**src/rtl/clk_policy_ctrl.sv**
```systemverilog
module clk_policy_ctrl (
  input  logic       clk,
  input  logic       rst_n,
  input  logic       wr_en,
  input  logic [1:0] wr_addr,
  input  logic [7:0] wr_data,
  input  logic [1:0] mode_req,
  input  logic       pll_lock_in,
  output logic [7:0] ctrl_q,
  output logic [3:0] pllctl_q,
  output logic       sel_pll,
  output logic       sys_clk_en,
  output logic       core_clk_en,
  output logic       pll_pd,
  output logic       osc_en,
  output logic       osc_low_amp,
  output logic       filt_acq,
  output logic       rti_en,
  output logic       cop_en,
  output logic       rti_clr,
  output logic       cop_clr,
  output logic       lock_stat,
  output logic       lock_flag,
  output logic       lock_irq
);
  localparam logic [1:0] MODE_WAIT = 2'b01;
  localparam logic [1:0] MODE_STOP = 2'b10;

  logic [7:0] pol;
  logic [3:0] pctl;
  logic [2:0] lk;
  logic       in_wait, in_stop, flag;

  wire wr_pol   = wr_en && (wr_addr == 2'd0);
  wire wr_pctl  = wr_en && (wr_addr == 2'd1);
  wire wr_flag  = wr_en && (wr_addr == 2'd2);
  wire wait_req = (mode_req == MODE_WAIT);
  wire stop_req = (mode_req == MODE_STOP);
  wire wait_acc = wait_req && !in_wait;
  wire lock_s   = lk[1];
  wire lock_chg = lk[1] ^ lk[2];
  wire sel_hold = pctl[2] && !lock_s;

  always_ff @(posedge clk or negedge rst_n) begin
    if (!rst_n) begin
      pol  <= 8'h00;
      pctl <= 4'b1100;
    end else begin
      if (wr_pol)
        pol <= {sel_hold ? pol[7] : wr_data[7], wr_data[6:0]};
      if (wait_acc && pol[3])
        pol[7] <= 1'b0;
      if (wr_pctl)
        pctl <= wr_data[3:0];
    end
  end

  always_ff @(posedge clk or negedge rst_n) begin
    if (!rst_n) begin
      in_wait <= 1'b0;
      in_stop <= 1'b0;
      lk      <= 3'b000;
      flag    <= 1'b0;
    end else begin
      in_wait <= wait_req;
      in_stop <= stop_req;
      lk      <= {lk[1:0], pll_lock_in};
      if (lock_chg)
        flag <= 1'b1;
      else if (wr_flag && wr_data[0])
        flag <= 1'b0;
    end
  end

  assign ctrl_q      = pol;
  assign pllctl_q    = pctl;
  assign sel_pll     = pol[7];
  assign sys_clk_en  = !in_stop && !(in_wait && pol[5]);
  assign core_clk_en = !in_stop && !(in_wait && (pol[5] || pol[2]));
  assign pll_pd      = !pctl[3] || in_stop || (in_wait && pol[3]);
  assign osc_en      = !in_stop || pol[6];
  assign osc_low_amp = (in_stop && pol[6]) || (in_wait && pol[4]);
  assign filt_acq    = pctl[2] ? !lock_s : pctl[1];
  assign rti_en      = !in_stop && !(in_wait && pol[1]);
  assign cop_en      = !in_stop && !(in_wait && pol[0]);
  assign rti_clr     = wait_acc && pol[1];
  assign cop_clr     = wait_acc && pol[0];
  assign lock_stat   = lock_s;
  assign lock_flag   = flag;
  assign lock_irq    = flag && pctl[0];
endmodule

```
**config.mk**
```make
export PLATFORM = sky130hd
export DESIGN_NAME = clk_policy_ctrl
export DESIGN_NICKNAME = d
export VERILOG_FILES = /design/src/rtl/clk_policy_ctrl.sv
export SDC_FILE = /design/constraint.sdc
export NUM_CORES = 1
export LEC_CHECK = 0
export ABC_AREA = 1
export BUFFER_PORTS_ARGS = -buffer_cell sky130_fd_sc_hd__buf_4
export CELL_PAD_IN_SITES_DETAIL_PLACEMENT = 2
export CELL_PAD_IN_SITES_GLOBAL_PLACEMENT = 2
export CORE_MARGIN = 2
export CORE_UTILIZATION = 25
export DETAILED_ROUTE_END_ITERATION = 16
export GPL_TIMING_DRIVEN = 0
export PLACE_DENSITY_LB_ADDON = 0.1
export SLEW_MARGIN = 20
export SYNTH_ARGS = -nofsm -noshare
export SYNTH_HDL_FRONTEND = slang
export SYNTH_SLANG_ARGS = --single-unit
```
**constraint.sdc**
```tcl
create_clock -name clk -period 2.56 [get_ports clk]
set_input_delay 0.128 -clock clk [delete_from_list [all_inputs] [get_ports clk]]
set_output_delay 0.128 -clock clk [all_outputs]
set_load 0.01 [all_outputs]
```
==> reports/summary.md <==
The run finished with clean final reports. The path type of the worst min-delay path is in -> reg. The layout cell share with drive strength beyond 1 is 0.3944, and the number of rows created at floorplan is 20. The tools report the register-to-register setup slack as 1.52 ns. The post-synthesis sequential area ratio was 0.5578; the horizontal die dimension was 60.99 um. The type of destination of the critical path was a primary output. At the worst endpoint, the required time is 2.43 ns.

During placement, the flow inserted port buffers numbering 41. Adding up every negative setup slack in the final design gives 0 ns. The headroom to the max-slew limit is 0.8101, and the clock slew at the register clock pins of the worst setup and hold paths is 0.10 ns.

Counting every net in the synthesized netlist gives 109. In this run the remaining antenna-violating nets after routing total 0. Summing all non-filler instances in the final layout gives an area of 0.001251 mm^2. The HPWL after detailed placement is 1928 um.

The beginning of the critical path is mode_req[1]. The clock period minus final worst setup slack was 1.516 ns; the detailed router's first-iteration violation count was 11. By count the netlist is led by 22 x sky130_fd_sc_hd__nand2_1, 18 x sky130_fd_sc_hd__inv_1, 16 x sky130_fd_sc_hd__dfrtp_1.

The global router's overall resource usage is 0.1449, and the first-pass GRT wire length is 3877 um. During I/O placement, the number of pins put on the boundary was 42. The worst hold slack after final layout was 0.06275 ns; the filler-free cell count of the finished design was 186.

The antenna cell count was 0. In this run the cell area measured after placement is 0.001175 mm^2. For the initial antenna violation count, the log shows 0. Post-route clock period utilization: 0.5921. Mean routed wirelength per cell: 13.04 um. The data arrival time of the critical path was 1.39 ns; the net count of the finished layout was 159. The number of warnings issued by yosys is 0, and the detailed-routing iteration count for the pre-antenna-repair pass is 2. Across the routed clock network, the largest skew measured is 0.003284 ns. The run gives 93 as the post-synthesis cell count.

TritonCTS built the clock tree. Derived from the worst setup path, the maximum achievable clock frequency is 659.7 MHz. Summing every instance area after synthesis gives 812.0 um^2. The run gives 1.444 ns as the setup slack at placement. The worst setup path is launched from a primary input.

The floorplan die height works out to 60.99 um. Synthesis-to-finish area growth: 54.08%. The post-synthesis async set-or-reset flop share was 1.000; the maximum number of pins on one net before global-route repair was 19.

The sum of overflow across all layers after global routing is 0, and the starting density of the core is 0.2638. Worst setup path endpoint: cop_clr. Setup repair after global routing left no endpoint under its margin. The cell with the most instances after synthesis was sky130_fd_sc_hd__nand2_1. Average cell area after synthesis: 8.731 um^2.

The cell sitting at the root of the clock tree is a sky130_fd_sc_hd__clkbuf_4. The prevailing post-synth register cell is sky130_fd_sc_hd__dfrtp_1. No sink is reached through more buffers than the 2 on the longest clock path. The reported leakage power came out at 0.6623 nW.

The run gives 820 as the via count of the first global-routing pass. Sorting the synthesized cells by area gives the leading types as sky130_fd_sc_hd__dfrtp_1 49%, sky130_fd_sc_hd__nand2_1 10%, sky130_fd_sc_hd__inv_1 8.3%. The tools report the endpoint of the worst-slack reg-to-reg timing path as ctrl_q[7]$_DFFE_PN0P_.

Cell taking the most area after synthesis: sky130_fd_sc_hd__dfrtp_1. The share of the core filled with cells is 0.4065. The hold violation count in the final report came out at 0. The core region is 0.003078 mm^2. At the end of routability-driven placement, the weighted congestion stood at 0.6978. The overall power after layout was 0.7685 mW; the vias per cell was 4.242. The proportion of netlist area held by the largest area contributor was 0.4931; the number of library cell types mapped by synthesis was 18. The placed instance count is 178, and the via count of the routed design is 789. Counting flops with a built-in enable in the synthesized netlist gives 0. Setup violations remaining at the end of the flow were counted as 0. The number of remaining DRC errors was 0; the register bit total from synthesis was 18. The tools report the deepest level of the CTS H-tree as 1. For the number of post-CTS setup repair buffers, the log shows 0.

The die covers 0.003720 mm^2. For the clock latency on the worst-skew pair, the log shows 0.30 ns. In this run the power density over the cells is 614.2 mW/mm^2. The number of clock sinks is 18, and the total clock buffers created by CTS is 3.

The count of cells along the worst register-to-register path works out to 5. In this run the worst path has a maximum fanout of 3. Kind of critical path: in -> out.

For the total wire length, the log shows 2425 um. The logs give 0 for the number of violations of the max-capacitance limit and 1.044 ns for the worst setup slack after layout. The worst supply voltage drop on vdd was 0.3217 mV; the transition time of the tightest slew-check pin was 0.2842 ns. The startpoint identified for the worst register-to-register timing path is pllctl_q[2]$_DFFE_PN1P_.

The number of slew-limit violations in the final report came out at 0.
-- repair_timing --
action,in CTS,in global routing
endpoints found under the hold margin,21,0
hold buffers,4,0
gates resized for setup,0,0
-- power by group --
part / switching (mW) / internal [mW]
Combinational: 0.109 / 0.120
Sequential: 0.0345 / 0.324
Clock: 0.0941 / 0.0868
Total: 0.237 / 0.531
-- state kept, by name, summed over array words and instances (netlist names) --
name,count
in_wait,1
in_stop,1
ctrl_q,8
lock_flag,1
pllctl_q,4
lk,3
-- per-layer routing --
| metal | track usage | vias to the layer above | part of all wire |
|---|---|---|---|
| li1 | - | 382 | - |
| met4 | 0.04658 | 0 | 0.014 |
| met3 | 0.04264 | 4 | 0.059 |
| met1 | 0.1675 | 378 | 0.41 |
| met5 | 0 | - | 0 |
| met2 | 0.2565 | 25 | 0.52 |
-- worst min-delay path by stage --
| stage | startpoint | to | slack (ns) | cells past startpoint |
|---|---|---|---|---|
| 6_report | wr_data[4] | ctrl_q[4]$_DFFE_PN0P_ | 0.06 | 3 |
| 5_1_grt | wr_data[6] | ctrl_q[6]$_DFFE_PN0P_ | 0.05 | 3 |
| 4_1_cts | wr_data[6] | ctrl_q[6]$_DFFE_PN0P_ | 0.05 | 3 |
| 3_3_place_gp | rst_n | in_stop$_DFF_PN0_ | 0.02 | 1 |
| 3_5_place_dp | rst_n | in_stop$_DFF_PN0_ | 0.01 | 1 |
| 2_1_floorplan | rst_n | ctrl_q[0]$_DFFE_PN0P_ | -0.17 | 0 |
-- worst max-delay path, cell delays in order --
cell,delay (ns)
sky130_fd_sc_hd__dlygate4sd3_1,0.54
sky130_fd_sc_hd__buf_4,0.14
sky130_fd_sc_hd__nor2_1,0.21
sky130_fd_sc_hd__nand2_1,0.12
sky130_fd_sc_hd__nor2_1,0.12
sky130_fd_sc_hd__buf_4,0.14
-- layout make-up --
class / count / area, um^2
Sequential cell: 18 / 452.9
Clock buffer: 4 / 36.28
Fill cell: 360 / 1827
Tap cell: 44 / 55.05
Timing Repair Buffer: 45 / 347.8
Buffer: 2 / 18.77
Multi-Input combinational cell: 55 / 272.8
Inverter: 18 / 67.56
-- placed cells by master, fill, tap and decap left out, drive strengths merged --
cell and count:
dlygate4sd3 4, a21oi 4, clkbuf 4, a21boi 1
o21ai 11, dfrtp 16, dfstp 2, nand4 1
nand2 23, inv 18, nand3 6, xnor2 1
nor2 8, buf 43
-- cell families after synthesis --
| group | after synthesis | synth area share |
|---|---|---|
| AO/OA/AOI/OAI | 16 | 0.1248 |
| AND/OR/NAND/NOR | 38 | 0.2003 |
| XOR/XNOR | 1 | 0.01079 |
| flip-flops | 18 | 0.5578 |
| buffers and inverters | 20 | 0.1063 |
Note: power is estimated with default switching activity, not from simulation.
